**src/rtl/bas_pkg.sv**
```systemverilog
package bas_pkg;

    typedef enum logic {
        ORD_LINEAR = 1'b0,
        ORD_XOR    = 1'b1
    } bas_order_e;

endpackage

```
**src/rtl/bas_load_ctrl.sv**
```systemverilog
module bas_load_ctrl (
    input  logic hst_start,
    input  logic ctl_start,
    input  logic chip_en,
    output logic load,
    output logic step_ok
);
    logic hst_ok;

    always_comb begin
        // host start needs the chip enable; controller start wins when both are set
        hst_ok  = hst_start && chip_en;
        load    = ctl_start || hst_ok;
        step_ok = !load;
    end
endmodule

```
**src/rtl/bas_beat_map.sv**
```systemverilog
module bas_beat_map
    import bas_pkg::*;
#(
    parameter int BEAT_W = 2
) (
    input  logic [BEAT_W-1:0] base_low,
    input  logic [BEAT_W-1:0] beat,
    input  bas_order_e        order,
    output logic [BEAT_W-1:0] low_out
);
    logic [BEAT_W-1:0] lin_low;
    logic [BEAT_W-1:0] xor_low;

    // one bit slice per position for the XOR form
    genvar gi;
    generate
        for (gi = 0; gi < BEAT_W; gi++) begin : g_xor
            assign xor_low[gi] = base_low[gi] ^ beat[gi];
        end
    endgenerate

    always_comb begin
        lin_low = base_low + beat;
        low_out = (order == ORD_XOR) ? xor_low : lin_low;
    end
endmodule

```
**src/rtl/bas_seq.sv**
```systemverilog
module bas_seq
    import bas_pkg::*;
#(
    parameter int ADDR_W = 20,
    parameter int BEAT_W = 2
) (
    input  logic              clk,
    input  logic              rst_n,
    input  logic [ADDR_W-1:0] ext_addr,
    input  logic              hst_start,
    input  logic              ctl_start,
    input  logic              chip_en,
    input  logic              advance,
    input  logic              order_sel,
    output logic [ADDR_W-1:0] addr_out
);
    localparam int HI_W = ADDR_W - BEAT_W;

    typedef struct packed {
        logic [HI_W-1:0]   hi;
        logic [BEAT_W-1:0] base_low;
        logic [BEAT_W-1:0] beat;
        bas_order_e        order;
    } bas_state_t;

    bas_state_t st_d, st_q;
    logic load, step_ok;
    logic [BEAT_W-1:0] low_now;

    bas_load_ctrl u_ld (
        .hst_start(hst_start),
        .ctl_start(ctl_start),
        .chip_en  (chip_en),
        .load     (load),
        .step_ok  (step_ok)
    );

    bas_beat_map #(.BEAT_W(BEAT_W)) u_map (
        .base_low(st_q.base_low),
        .beat    (st_q.beat),
        .order   (st_q.order),
        .low_out (low_now)
    );

    always_comb begin
        st_d = st_q;
        if (load) begin
            st_d.hi       = ext_addr[ADDR_W-1:BEAT_W];
            st_d.base_low = ext_addr[BEAT_W-1:0];
            st_d.beat     = '0;
            st_d.order    = bas_order_e'(order_sel);
        end else if (step_ok && advance) begin
            st_d.beat = st_q.beat + 1'b1;
        end
    end

    always_ff @(posedge clk) begin
        if (!rst_n) begin
            st_q <= '{hi: '0, base_low: '0, beat: '0, order: ORD_LINEAR};
        end else begin
            st_q <= st_d;
        end
    end

    assign addr_out = {st_q.hi, low_now};
endmodule

```
**config.mk**
```make
export PLATFORM = sky130hd
export DESIGN_NAME = bas_seq
export DESIGN_NICKNAME = d
export VERILOG_FILES = /design/src/rtl/bas_pkg.sv /design/src/rtl/bas_load_ctrl.sv /design/src/rtl/bas_beat_map.sv /design/src/rtl/bas_seq.sv
export SDC_FILE = /design/constraint.sdc
export NUM_CORES = 1
export LEC_CHECK = 0
export CORE_MARGIN = 4
export CORE_UTILIZATION = 54
export DETAILED_ROUTE_END_ITERATION = 10
export DONT_BUFFER_PORTS = 1
export MAX_ROUTING_LAYER = met4
export PLACE_DENSITY = 0.79
export SLEW_MARGIN = 20
export SYNTH_ARGS = -nofsm -noshare
export SYNTH_HDL_FRONTEND = slang
export SYNTH_HIERARCHICAL = 1
export SYNTH_SLANG_ARGS = --single-unit
```
**constraint.sdc**
```tcl
create_clock -name clk -period 0.9 [get_ports clk]
set_input_delay 0.045 -clock clk [delete_from_list [all_inputs] [get_ports clk]]
set_output_delay 0.045 -clock clk [all_outputs]
set_load 0.005 [all_outputs]
```
* Word-level counts from Yosys, hierarchy flattened
Cells that the tools add are included.
W data, S select, Z words.
** Storage, ports and cells
- Register bits :: 23
** Operators by class
- Reduce and logical (&&, ||, !) cells :: 5
- Multiplexer cells :: 1
- Add/sub/neg operators :: 2
- Bitwise gates (word level) :: 3
** Operator list (number)
- $add A2 B1 Y2 const B :: 1
- $add A2 B2 Y2 :: 1
- $logic_and A1 B1 Y1 :: 2
- $mux W2 :: 1
- $reduce_or A2 Y1 :: 1
- $xor A1 B1 Y1 :: 2
- $logic_not A1 Y1 :: 1
- $logic_or A1 B1 Y1 :: 1
- $not A1 Y1 :: 1

* Logic depth before layout (Yosys ltp)
- Depth after elaboration :: 4
- Gate-level depth with buffers :: 5

* By module
The synthesis kept the hierarchy.
** Modules (own cells, without submodules)
- bas_seq :: cells each 96, instances 1, area each 1034.7 um^2, sequential area each 460.4 um^2
- bas_beat_map :: cells each 4, instances 1, area each 36.3 um^2, sequential area each 0.0 um^2
- bas_load_ctrl :: cells each 2, instances 1, area each 12.5 um^2, sequential area each 0.0 um^2

* Least setup slack after synthesis
OpenSTA, ideal clock, no wires.
- Path kind :: input port to flip-flop
- From :: in hst_start
- To :: reg st_q[2] (netlist name)
- Stages on the path :: 4
- Buffers on the path :: 1
- Data arrival time :: 0.794 ns
- Setup slack :: 0.034 ns
- Cell sequence :: a21o_1 buf_6 or3b_1 mux2i_1
** Between the ends
- Longest elaborated chain between the ends :: 4
- Elaborated cells between the ends (all ways) :: 5
- Those cells by class :: reduce/logical: 5
** Ends and longest elaborated chain
- start, declared :: line bas_seq.sv:10 : input logic hst_start,
- $logic_and A1 B1 Y1 * :: line bas_load_ctrl.sv:12 : hst_ok = hst_start && chip_en;
- $logic_or A1 B1 Y1 * :: line bas_load_ctrl.sv:13 : load = ctl_start || hst_ok;
- $logic_not A1 Y1 :: line bas_load_ctrl.sv:14 : step_ok = !load;
- $logic_and A1 B1 Y1 :: line bas_seq.sv:52 : end else if (step_ok && advance) begin
- end signal, assigned :: line bas_seq.sv:59 : st_q <= '{hi: '0, base_low: '0, beat: '0, order: ORD_LINEAR};
- end signal, assigned :: line bas_seq.sv:61 : st_q <= st_d;
- end, declared :: line bas_seq.sv:26 : bas_state_t st_d, st_q;
Mark *: on every way between the ends. The rest lies on a longest branch, timed or not.
A chain may end at the register's enable or synchronous reset.

* Worst setup path in the final report
- From :: reg st_q[3] (netlist name)
- To :: out addr_out[1]
** Between the ends
- Longest elaborated chain between the ends :: 2
** Ends and longest elaborated chain
- $add A2 B2 Y2 :: line bas_beat_map.sv:23 : lin_low = base_low + beat;
- $mux W2 :: line bas_beat_map.sv:24 : low_out = (order == ORD_XOR) ? xor_low : lin_low;
- end, declared :: line bas_seq.sv:15 : output logic [ADDR_W-1:0] addr_out
Every way passes these cells.

==> impl_metrics.json <==
{
  "crit_buf_inv": 0,
  "synthDistinctLibCells": 15,
  "post-dp-hpwl_um": 1231,
  "syn_area_sq_um": 1084,
  "crit_path_start": "st_q[3]",
  "r2r_slack_ns": 0.02,
  "fin_crit_sh_pct": 122.6,
  "cts_tree": "built",
  "clock_path_buffers": 2,
  "clock_latency_ns": 0.30,
  "finalCriticalPeriod_ns": 1.103,
  "synth_seq_cells": 23,
  "arrival_ns": 1.06,
  "r2r_start": "st_q[2]",
  "critPathMaxFanout": 2,
  "wl_um": 1670,
  "worst_hold_slack_ns": -0.1322,
  "start_kind": "flop",
  "p_leak_uw": 0.0004783,
  "critPathKind": "reg -> out",
  "setup_viol": 2,
  "n_fill_cell": 170,
  "yosys_warnings": 6,
  "hp-class": "in -> reg",
  "slew_headroom_pct": 84.28,
  "synthesis.nets": 130,
  "avgViaCountPerCell": 5.150,
  "nNetsFinal": 117,
  "htreeDepth": 1,
  "min_path_cells": 1,
  "antenna_found_initial": 0,
  "hold_path_end": "addr_out[10]",
  "place_inst": 108,
  "drtAntennaViolNets": 0,
  "finalInstanceArea_sq_um": 1062,
  "layout_common_cells": "mux2i_1, nor2b_1, dfxtp_1",
  "firstDrtPassIters": 2,
  "synth_cells": 102,
  "reg2reg_to": "st_q[2]",
  "cp_top_family": "flip-flops",
  "worst_path_max_delay_cell": "dfxtp_2",
  "cts_inserted_buffers": 3,
  "yosys.area.top_type": "dfxtp_1",
  "drive_gt1_share_pct": 20.45,
  "first_global_vias": 608,
  "violations": "negative hold slack, negative setup slack",
  "clk_pin_slew_ns": 0.12,
  "utilization_pct": 58.35,
  "timing.fmax_mhz": 906.5,
  "gp_congestion": 0.6016,
  "cp.required_ns": 0.85,
  "io_pins": 47,
  "clock_sinks": 23,
  "synth_top_area_share_pct": 42.49,
  "place_area_sq_um": 984.7,
  "ff2ff_path_depth": 2,
  "grt_max_degree": 25,
  "coreArea_sq_um": 1821,
  "tightestPinTransition_ns": 0.2358,
  "fp.dieW_um": 52.80,
  "hold_viol_final": 23,
  "slew_viol_final": 0,
  "hp-start": "rst_n",
  "syn_avg_cell_area_sq_um": 10.62,
  "drc": 0,
  "crit_chain": "ha_4 -> nor2b_4 -> xnor2_2",
  "dieArea_sq_um": 2787,
  "initial_core_util_pct": 59.52,
  "critPathMaxStageDelay_ns": 0.35,
  "ir_worst_vdd_mv": 0.9909,
  "drtIter0Drc": 3,
  "fin_skew_ns": 0.003796,
  "fin_ws_ns": -0.2032,
  "n_antenna_cell": 0,
  "fin_cells": 113,
  "status": "finished, violations left",
  "cap_violations": 0,
  "cp-end-kind": "output port",
  "synth-seq-area-share_pct": 42.49,
  "root_buffer": "clkbuf_4",
  "rsz0062_at_grt": "true",
  "port_buffers": 0,
  "p_per_area_nw_per_um2": 1682,
  "routedWlPerCell_um": 14.78,
  "synthToLayoutAreaGrowth_pct": -1.963,
  "grt_usage_pct": 13.31,
  "grt_pass1_wl_um": 2608,
  "synth_area_leaders": "dfxtp_1, mux2i_1, buf_4, nor2b_1, buf_6",
  "final_common_cell": "mux2i_1",
  "grt_overflow": 0,
  "fp-row-count": 15,
  "vias": 582,
  "fp.dieH_um": 52.80
}
-- state kept, by name (all words and copies together) (netlist names) --
signal and count:
addr_out 18, st_q 5
-- where the power goes --
group	total (uW)	switching, uW	internal (uW)
clock	454	289	165
sequential	1130	48.8	1080
combinational	201	78.6	122
total	1790	416	1370
-- synth_stat cells --
| library cell | instances |
|---|---|
| nand3b_1 | 2 |
| a21bo_2 | 1 |
| xnor2_1 | 2 |
| nand2b_1 | 1 |
| buf_4 | 19 |
| nand3_1 | 1 |
| nor2b_1 | 22 |
| a21oi_1 | 2 |
| mux2i_1 | 22 |
| buf_6 | 2 |
| dfxtp_1 | 23 |
| a21o_1 | 1 |
| ha_1 | 1 |
| clkbuf_1 | 2 |
| or3b_1 | 1 |
-- timing repair --
action                     CTS  global route
buffers inserted             1             0
resized for setup            7             3
pin swaps                    1             1
gates cloned                 0             0
hold endpoints to repair    23            23
setup endpoints to repair    2             4
-- through the flow --
| step | setup slack (ns) | total power (uW) | TNS, ns |
|---|---|---|---|
| after global placement | -0.07394 | 1336 | -0.07394 |
| final | -0.2032 | 1787 | -0.2618 |
| after global routing | -0.2674 | 1903 | -0.3855 |
| after detailed placement | -0.1160 | 1345 | -0.1160 |
| after CTS | -0.2540 | 1820 | -0.3317 |
| after floorplan | 0.03448 | 1380 | 0 |
-- cells by family (layout without fill, tap and decap cells) --
| logic type | Yosys count | after routing | synth area share, % |
|---|---|---|---|
| AO/OA/AOI/OAI | 4 | 4 | 2.541 |
| XOR/XNOR | 2 | 2 | 1.617 |
| multiplexers | 22 | 22 | 20.32 |
| flip-flops | 23 | 23 | 42.49 |
| adder cells (fa/ha/maj) | 1 | 1 | 1.155 |
| AND/OR/NAND/NOR | 27 | 27 | 15.93 |
| buffers and inverters | 23 | 9 | 15.94 |
-- worst reg2reg max path: cells and delay by family, from the launching register on --
family	cells	cell delay, ns
flip-flops	1	0.36
multiplexers	1	0.12
AND/OR/NAND/NOR	1	0.34
-- area by class of cell --
| cell class | count | area, sq um | area share (%) |
|---|---|---|---|
| repair buffers | 5 | 50.05 | 4.711 |
| clock buffers | 3 | 22.52 | 2.120 |
| flip-flops and latches | 23 | 464.2 | 43.70 |
| well taps | 25 | 31.28 | 2.945 |
| clock inverters | 1 | 5.005 | 0.4711 |
| multi-input cells | 56 | 489.2 | 46.05 |
-- worst max-delay path by stage --
stage | end | slack [ns] | cells after the start
6_report | addr_out[1] | -0.20 | 3
2_1_floorplan | st_q[2] | 0.03 | 4
3_5_place_dp | st_q[2] | -0.12 | 4
5_1_grt | addr_out[1] | -0.27 | 3
3_3_place_gp | st_q[2] | -0.07 | 4
4_1_cts | addr_out[1] | -0.25 | 3
-- layer usage --
| metal | GRT usage [%] | wire length [um] |
|---|---|---|
| met5 | - | 0 |
| met4 | 6.383 | 14 |
| met3 | 4.843 | 148 |
| met2 | 20.66 | 831 |
| met1 | 15.13 | 675 |
No activity file was read; power rests on OpenSTA's default activity.
